**config.mk**
```make
export PLATFORM = sky130hd
export DESIGN_NAME = strobe_bank_sel
export DESIGN_NICKNAME = d
export VERILOG_FILES = /design/src/rtl/strobe_sel_pkg.sv /design/src/rtl/strobe_access_decode.sv /design/src/rtl/strobe_refresh_seq.sv /design/src/rtl/strobe_bank_sel.sv
export SDC_FILE = /design/constraint.sdc
export NUM_CORES = 1
export LEC_CHECK = 0
export ABC_AREA = 1
export BUFFER_PORTS_ARGS = -buffer_cell sky130_fd_sc_hd__buf_2
export CAP_MARGIN = 5
export CORE_MARGIN = 3
export CORE_UTILIZATION = 43
export CTS_CLUSTER_DIAMETER = 200
export DETAILED_ROUTE_END_ITERATION = 10
export PLACE_DENSITY = 0.83
export SLEW_MARGIN = 20
export SYNTH_ARGS = -nofsm -noshare
export SYNTH_HDL_FRONTEND = slang
export SYNTH_HIERARCHICAL = 1
export SYNTH_SLANG_ARGS = --single-unit
```
**constraint.sdc**
```tcl
create_clock -name clk -period 0.9 [get_ports clk]
set_input_delay 0.18 -clock clk [delete_from_list [all_inputs] [get_ports clk]]
set_output_delay 0.18 -clock clk [all_outputs]
set_load 0.05 [all_outputs]
```
**src/rtl/strobe_sel_pkg.sv**
```systemverilog
package strobe_sel_pkg;

   typedef enum logic [2:0] {
      MODE_PAIR     = 3'b101,
      MODE_RAS_ONE  = 3'b110,
      MODE_BOTH_ONE = 3'b111
   } strobe_mode_e;

   function automatic logic mode_supported(input logic [2:0] code);
      return (code == MODE_PAIR) || (code == MODE_RAS_ONE) || (code == MODE_BOTH_ONE);
   endfunction

endpackage

```
**src/rtl/strobe_access_decode.sv**
```systemverilog
module strobe_access_decode
   import strobe_sel_pkg::*;
#(
   parameter int unsigned N_LINES = 4,
   localparam int unsigned SEL_W  = $clog2(N_LINES)
) (
   input  logic [2:0]         mode,
   input  logic [SEL_W-1:0]   sel,
   input  logic [N_LINES-1:0] be,
   output logic [N_LINES-1:0] ras_dec,
   output logic [N_LINES-1:0] cas_dec
);

   if (N_LINES < 4 || (1 << SEL_W) != N_LINES) begin : g_bad_lines
      $error("strobe_access_decode: N_LINES must be a power of two >= 4");
   end

   for (genvar i = 0; i < N_LINES; i++) begin : g_line
      localparam logic [SEL_W-1:0] LINE_ID = SEL_W'(i);
      localparam logic [SEL_W-2:0] PAIR_ID = (SEL_W-1)'(i / 2);
      logic hit_one;
      logic hit_pair;

      assign hit_one  = (sel == LINE_ID);
      assign hit_pair = (sel[SEL_W-1:1] == PAIR_ID);

      always_comb begin
         ras_dec[i] = 1'b0;
         cas_dec[i] = 1'b0;
         case (mode)
            MODE_PAIR: begin
               ras_dec[i] = hit_pair;
               cas_dec[i] = hit_pair & be[i];
            end
            MODE_RAS_ONE: begin
               ras_dec[i] = hit_one;
               cas_dec[i] = be[i];
            end
            MODE_BOTH_ONE: begin
               ras_dec[i] = hit_one;
               cas_dec[i] = hit_one & be[i];
            end
            default: begin
               ras_dec[i] = 1'b0;
               cas_dec[i] = 1'b0;
            end
         endcase
      end
   end

endmodule

```
**src/rtl/strobe_refresh_seq.sv**
```systemverilog
module strobe_refresh_seq #(
   parameter int unsigned N_LINES = 4,
   localparam int unsigned STEP_W = $clog2(N_LINES),
   localparam logic [STEP_W-1:0] STEP_MAX = STEP_W'(N_LINES - 1)
) (
   input  logic               clk,
   input  logic               rst_n,
   input  logic               rfsh,
   input  logic               stagger,
   input  logic               pair_groups,
   output logic [N_LINES-1:0] ras_mask
);

   logic [STEP_W-1:0] step_q;

   if (N_LINES < 4 || (1 << STEP_W) != N_LINES) begin : g_bad_lines
      $error("strobe_refresh_seq: N_LINES must be a power of two >= 4");
   end

   always_ff @(posedge clk or negedge rst_n) begin
      if (!rst_n) begin
         step_q <= '0;
      end else if (!rfsh) begin
         step_q <= '0;
      end else if (step_q != STEP_MAX) begin
         step_q <= step_q + 1'b1;
      end
   end

   for (genvar i = 0; i < N_LINES; i++) begin : g_line
      localparam logic [STEP_W-1:0] GRP_ONE = STEP_W'(i);
      localparam logic [STEP_W-1:0] GRP_TWO = STEP_W'(i / 2);
      logic due;

      assign due         = pair_groups ? (GRP_TWO <= step_q) : (GRP_ONE <= step_q);
      assign ras_mask[i] = stagger ? due : 1'b1;
   end

endmodule

```
**src/rtl/strobe_bank_sel.sv**
```systemverilog
module strobe_bank_sel
   import strobe_sel_pkg::*;
(
   input  logic       clk,
   input  logic       rst_n,
   input  logic [2:0] cfg_mode,
   input  logic       stagger_en,
   input  logic [1:0] bank_sel,
   input  logic [3:0] byte_en,
   input  logic       access_active,
   input  logic       refresh_active,
   output logic [3:0] ras_en,
   output logic [3:0] cas_en
);

   localparam int unsigned N_LINES = 4;

   logic [N_LINES-1:0] acc_ras;
   logic [N_LINES-1:0] acc_cas;
   logic [N_LINES-1:0] rf_ras;
   logic [N_LINES-1:0] ras_d;
   logic [N_LINES-1:0] cas_d;
   logic               mode_ok;

   strobe_access_decode #(.N_LINES(N_LINES)) u_acc_dec (
      .mode    (cfg_mode),
      .sel     (bank_sel),
      .be      (byte_en),
      .ras_dec (acc_ras),
      .cas_dec (acc_cas)
   );

   strobe_refresh_seq #(.N_LINES(N_LINES)) u_rf_seq (
      .clk         (clk),
      .rst_n       (rst_n),
      .rfsh        (refresh_active),
      .stagger     (stagger_en),
      .pair_groups (cfg_mode == MODE_PAIR),
      .ras_mask    (rf_ras)
   );

   assign mode_ok = mode_supported(cfg_mode);

   always_comb begin
      ras_d = '0;
      cas_d = '0;
      if (mode_ok) begin
         if (refresh_active) begin
            ras_d = rf_ras;
         end else if (access_active) begin
            ras_d = acc_ras;
            cas_d = acc_cas;
         end
      end
   end

   always_ff @(posedge clk or negedge rst_n) begin
      if (!rst_n) begin
         ras_en <= '0;
         cas_en <= '0;
      end else begin
         ras_en <= ras_d;
         cas_en <= cas_d;
      end
   end

   AST_CAS_NEEDS_BYTE: assert property (@(posedge clk) disable iff (!rst_n)
      (cas_en & ~$past(byte_en)) == 4'b0000);

   AST_RFSH_NO_CAS: assert property (@(posedge clk) disable iff (!rst_n)
      $past(refresh_active) |-> (cas_en == 4'b0000));

   AST_BAD_MODE_IDLE: assert property (@(posedge clk) disable iff (!rst_n)
      !mode_supported($past(cfg_mode)) |-> (ras_en == 4'b0000 && cas_en == 4'b0000));

   AST_PAIR_TWO_RAS: assert property (@(posedge clk) disable iff (!rst_n)
      ($past(access_active) && !$past(refresh_active) && $past(cfg_mode) == MODE_PAIR)
      |-> ($countones(ras_en) == 2));

   AST_SINGLE_RAS: assert property (@(posedge clk) disable iff (!rst_n)
      ($past(access_active) && !$past(refresh_active) && $past(cfg_mode[2:1]) == 2'b11)
      |-> ($countones(ras_en) == 1));

   AST_STAGGER_GROWS: assert property (@(posedge clk) disable iff (!rst_n)
      ($past(refresh_active) && $past(refresh_active, 2) &&
       $past(cfg_mode) == $past(cfg_mode, 2) && $past(stagger_en) == $past(stagger_en, 2))
      |-> (($past(ras_en) & ~ras_en) == 4'b0000));

   AST_IDLE_QUIET: assert property (@(posedge clk) disable iff (!rst_n)
      (!$past(access_active) && !$past(refresh_active)) |-> (ras_en == 4'b0000));

endmodule

```
==> results by stage <==
Outcome:
- The flow ran to the end, but the final reports show violations.
- The final reports fail on negative setup slack.

Job:
- Max-cap violations in this run came to 0.

CTS:
- Counting the buffers created by CTS gives 3.
- The clock network latency to the later pin of the worst-skew pair is 250 ps.
- The number of levels the H-tree was split into is 1.
- TritonCTS built the clock tree.
- Clock tree synthesis selected as its root buffer the cell sky130_fd_sc_hd__clkbuf_4.
- In this run the deepest clock path goes through 2 buffers.
- The clock-pin slew reported for the worst setup and hold paths after clock tree synthesis is 60 ps.
- The clock sink count is 10.

Pwr:
- After layout, the design draws a total of ~1.2 mW.
- The worst-case IR drop observed on VDD is 0.0005879 V.
- The leakage component of the power is just under 0.5 nW.
- The power density over the cells is 1273 mW/mm^2.

Placed design:
- Once detailed placement completed, the half-perimeter wirelength came to 1131 um.
- The count of buffers inserted at the top-level ports is 21.
- Routability-driven placement finished with a final weighted congestion of 0.7526.
- Including well taps, the total number of placed cells is 134.

Finish:
- The area overhead of the layout relative to synthesis is 44.81%.
- Of the cells placed in the final design, the portion with a size suffix greater than 1 is 0.4160.
- The number of nets in the final layout is 143.
- The final-layout fill cell count is between 100 and 150.
- The final antenna diode count is 0.
- The final standard cell count with taps included and fillers excluded is 140.

Global routing:
- The initial antenna violation count is 0.
- The global-route wire length before repair is 2449 um.
- Entering global routing, the biggest net connects 11 pins.
- The global routing met1 resource utilization is 0.1912.
- The via count of the first global-routing pass came to 641.
- The global-route usage over all layers is 0.1582.
- In the global route stage, met3 resource usage came out at 0.02390.
- The most congested layer reported by global routing is met2.
- The met2 routing resource usage after global routing is 0.2837.
- The total grt overflow is 0.

Floorplan:
- The floorplan step defined a die boundary enclosing between 0.002 and 0.0025 mm^2.
- The core footprint is 0.001366 mm^2.
- The die boundary width is 44.90 um.
- 22 I/O pins were placed.
- The number of cell rows is 13.
- Measured along the y axis, the die boundary spans between 40 and 50 um.
- The initial utilization of the core area, before any placement, comes to 0.4762.

Synthesis:
- For this run, the number of Yosys warnings is 6.
- The post-synthesis instance area is 650.6 um^2.
- Synthesis inferred 10 register bits.
- The count of different cell masters after synthesis is 18.
- Each instance of the synthesized netlist takes up on average 6.922 um^2.
- The number of standard cells after synthesis is 94.
- The share of the Yosys chip area taken by registers is 0.3846.
- The number of nets produced by synthesis is 110.

Route:
- The residual DRC count is 0.
- The detail route stage leaves a number of antenna-violating nets equal to 0.
- Using the TritonRoute via totals, the vias-per-cell ratio works out to 5.014.
- The routed design has 1423 um of wire.
- The first detailed-routing pass took 4 iterations.
- The average detailed-routed wire length per instance is 10.16 um.
- The initial DRC count is 12.
- The overall via count from detail_route is 702.

Timing:
- The count of endpoints failing hold in the final timing report was 0.
- The post-route minimum period is 1060 ps.
- On the final layout, the worst clock skew is 0.4307 ps.
- Once routing completed, OpenROAD measured the worst setup slack at -159.6 ps.
- The max-slew violation count is 0.
- Setup repair after global routing could not meet its margin everywhere.
- The final count of negative-setup-slack endpoints is 13.
- Static timing analysis puts the maximum clock frequency at between 0.9 and 1 GHz.
- The final period utilization is 1.177.

Worst hold path:
- Along the worst hold path, the cell count comes to 3.
- The hold path startpoint is access_active.
- The worst hold path terminates at ras_en[0].
- The worst hold path belongs to the class primary input to flip-flop.

Critical path:
- The critical-path cell with the highest stage delay is sky130_fd_sc_hd__dfrtp_1.
- The required arrival time at the worst endpoint is 1020 ps.
- The maximum cell stage delay along the critical path is about 400 ps.
- The worst reg2reg path endpoint is ras_en[3].
- In this run the worst path has a maximum fanout of 3.
- The start-to-end type of the worst setup path is flip-flop to flip-flop.
- The number of cells on the worst reg-to-reg path is 7.
- The data arrival time at the worst-slack endpoint is 1180 ps.
- The worst setup path is captured at a flip-flop.
- In this run the critical register-to-register path is launched from u_rf_seq/step_q[0].
- Across all register-to-register paths, the minimum setup slack is -160 ps.
- Walking the worst path, the cells encountered are inv_2, ha_4, inv_2, nand2_2, nand3_2, nand2_2, a21oi_2.
- The kind of start point of the critical path is a flip-flop.
==> area by class of cell <==
class	count	area, um^2	share of cell area
Multi-Input combinational cell	72	391.6	0.4157
Sequential cell	10	250.2	0.2656
Clock buffer	3	22.52	0.02390
Timing Repair Buffer	29	217.7	0.2311
Tap cell	15	18.77	0.01992
Inverter	11	41.29	0.04382
==> cell usage in the layout (no fill, tap or decap) <==
cell	instances
sky130_fd_sc_hd__clkbuf_4	3
sky130_fd_sc_hd__nand4_1	2
sky130_fd_sc_hd__buf_2	13
sky130_fd_sc_hd__nand3_2	3
sky130_fd_sc_hd__ha_4	1
sky130_fd_sc_hd__nor2_2	1
sky130_fd_sc_hd__buf_4	7
sky130_fd_sc_hd__nand2_2	4
sky130_fd_sc_hd__ha_2	1
sky130_fd_sc_hd__nor3b_2	1
sky130_fd_sc_hd__inv_2	6
sky130_fd_sc_hd__a21oi_1	2
sky130_fd_sc_hd__nor2_1	6
sky130_fd_sc_hd__inv_1	5
sky130_fd_sc_hd__o21ai_1	4
sky130_fd_sc_hd__nand3_1	11
sky130_fd_sc_hd__dfrtp_1	10
sky130_fd_sc_hd__o21ai_2	1
sky130_fd_sc_hd__dlygate4sd3_1	1
sky130_fd_sc_hd__nor2_4	1
sky130_fd_sc_hd__a21oi_2	2
sky130_fd_sc_hd__nand2_1	31
sky130_fd_sc_hd__buf_6	8
sky130_fd_sc_hd__conb_1	1
==> timing repair <==
item / in CTS / in global routing
setup buffers: 1 / 1
endpoints found under the hold margin: 10 / 0
gates resized for setup: 20 / 2
pin swaps: 4 / 1
setup endpoints to repair: 13 / 13
hold buffers: 1 / 0
==> worst max path at each step <==
stage,endpoint,cells past startpoint,slack [ps],from
after floorplan,ras_en[2],7,-60,u_rf_seq/step_q[1]
after global placement,ras_en[2],7,-120,cfg_mode[0]
after detailed placement,ras_en[3],8,-160,cfg_mode[2]
after CTS,ras_en[2],7,-140,u_rf_seq/step_q[0]
after global routing,ras_en[3],7,-200,u_rf_seq/step_q[0]
final,ras_en[3],7,-160,u_rf_seq/step_q[0]
==> cells by family (layout without fill, tap and decap cells) <==
kind of cell / count (synthesis) / count (layout) / synth area share
AND/OR/NAND/NOR: 60 / 60 / 0.4211
buffers and inverters: 12 / 43 / 0.07500
flip-flops: 10 / 10 / 0.3846
AO/OA/AOI/OAI: 9 / 9 / 0.07500
adder cells (fa/ha/maj): 2 / 2 / 0.03846
other: 1 / 1 / 0.005764
==> cell usage after synthesis <==
| master | instances | area [um^2] |
|---|---|---|
| sky130_fd_sc_hd__a21oi_1 | 4 | 20.02 |
| sky130_fd_sc_hd__buf_4 | 1 | 7.510 |
| sky130_fd_sc_hd__conb_1 | 1 | 3.750 |
| sky130_fd_sc_hd__dfrtp_1 | 10 | 250.2 |
| sky130_fd_sc_hd__ha_1 | 2 | 25.02 |
| sky130_fd_sc_hd__inv_1 | 8 | 30.03 |
| sky130_fd_sc_hd__inv_2 | 3 | 11.26 |
| sky130_fd_sc_hd__nand2_1 | 34 | 127.6 |
| sky130_fd_sc_hd__nand2_2 | 1 | 6.260 |
| sky130_fd_sc_hd__nand3_1 | 13 | 65.06 |
| sky130_fd_sc_hd__nand3_2 | 1 | 10.01 |
| sky130_fd_sc_hd__nand4_1 | 2 | 12.51 |
| sky130_fd_sc_hd__nor2_1 | 6 | 22.52 |
| sky130_fd_sc_hd__nor2_2 | 1 | 6.260 |
| sky130_fd_sc_hd__nor2_4 | 1 | 11.26 |
| sky130_fd_sc_hd__nor3b_2 | 1 | 12.51 |
| sky130_fd_sc_hd__o21ai_1 | 4 | 20.02 |
| sky130_fd_sc_hd__o21ai_2 | 1 | 8.760 |
==> report_power, final <==
part / switching (mW) / internal, mW / total (mW)
combinational: 0.234 / 0.181 / 0.415
sequential: 0.0258 / 0.478 / 0.504
clock: 0.127 / 0.153 / 0.280
total: 0.387 / 0.812 / 1.20
==> registers in the layout, indices dropped and copies added, names as in the netlist <==
| name | count |
|---|---|
| cas_en | 4 |
| ras_en | 4 |
| u_rf_seq/step_q | 2 |
==> metrics by stage <==
| step | utilization | setup TNS, ps | hold WS [ps] | setup WS [ps] | area [um^2] |
|---|---|---|---|---|---|
| after floorplan | - | -114.2 | -115.6 | -60.88 | 668.1 |
| after global placement | 0.6016 | -781.5 | 44.11 | -117.4 | 822.0 |
| after detailed placement | 0.6016 | -1049 | 44.82 | -157.0 | 822.0 |
| after CTS | 0.6804 | -977.6 | 235.8 | -138.5 | 929.6 |
| after global routing | 0.6896 | -1417 | 242.0 | -196.6 | 942.2 |
| final | 0.6896 | -1016 | 239.3 | -159.6 | 942.2 |
==> worst max-delay path: cells and delay by family, from the launching register on <==
kind,cells,cell delay [ps]
flops,1,410
buf+inv,2,120
fa+ha+maj,1,140
compound gates,1,50
simple gates,3,210
==> routing by layer <==
metal	share of wire	up-vias
li1	-	363
met1	0.46	314
met2	0.49	25
met3	0.053	0
met4	0	0
met5	0	-
(Power assumes the default switching activity.)
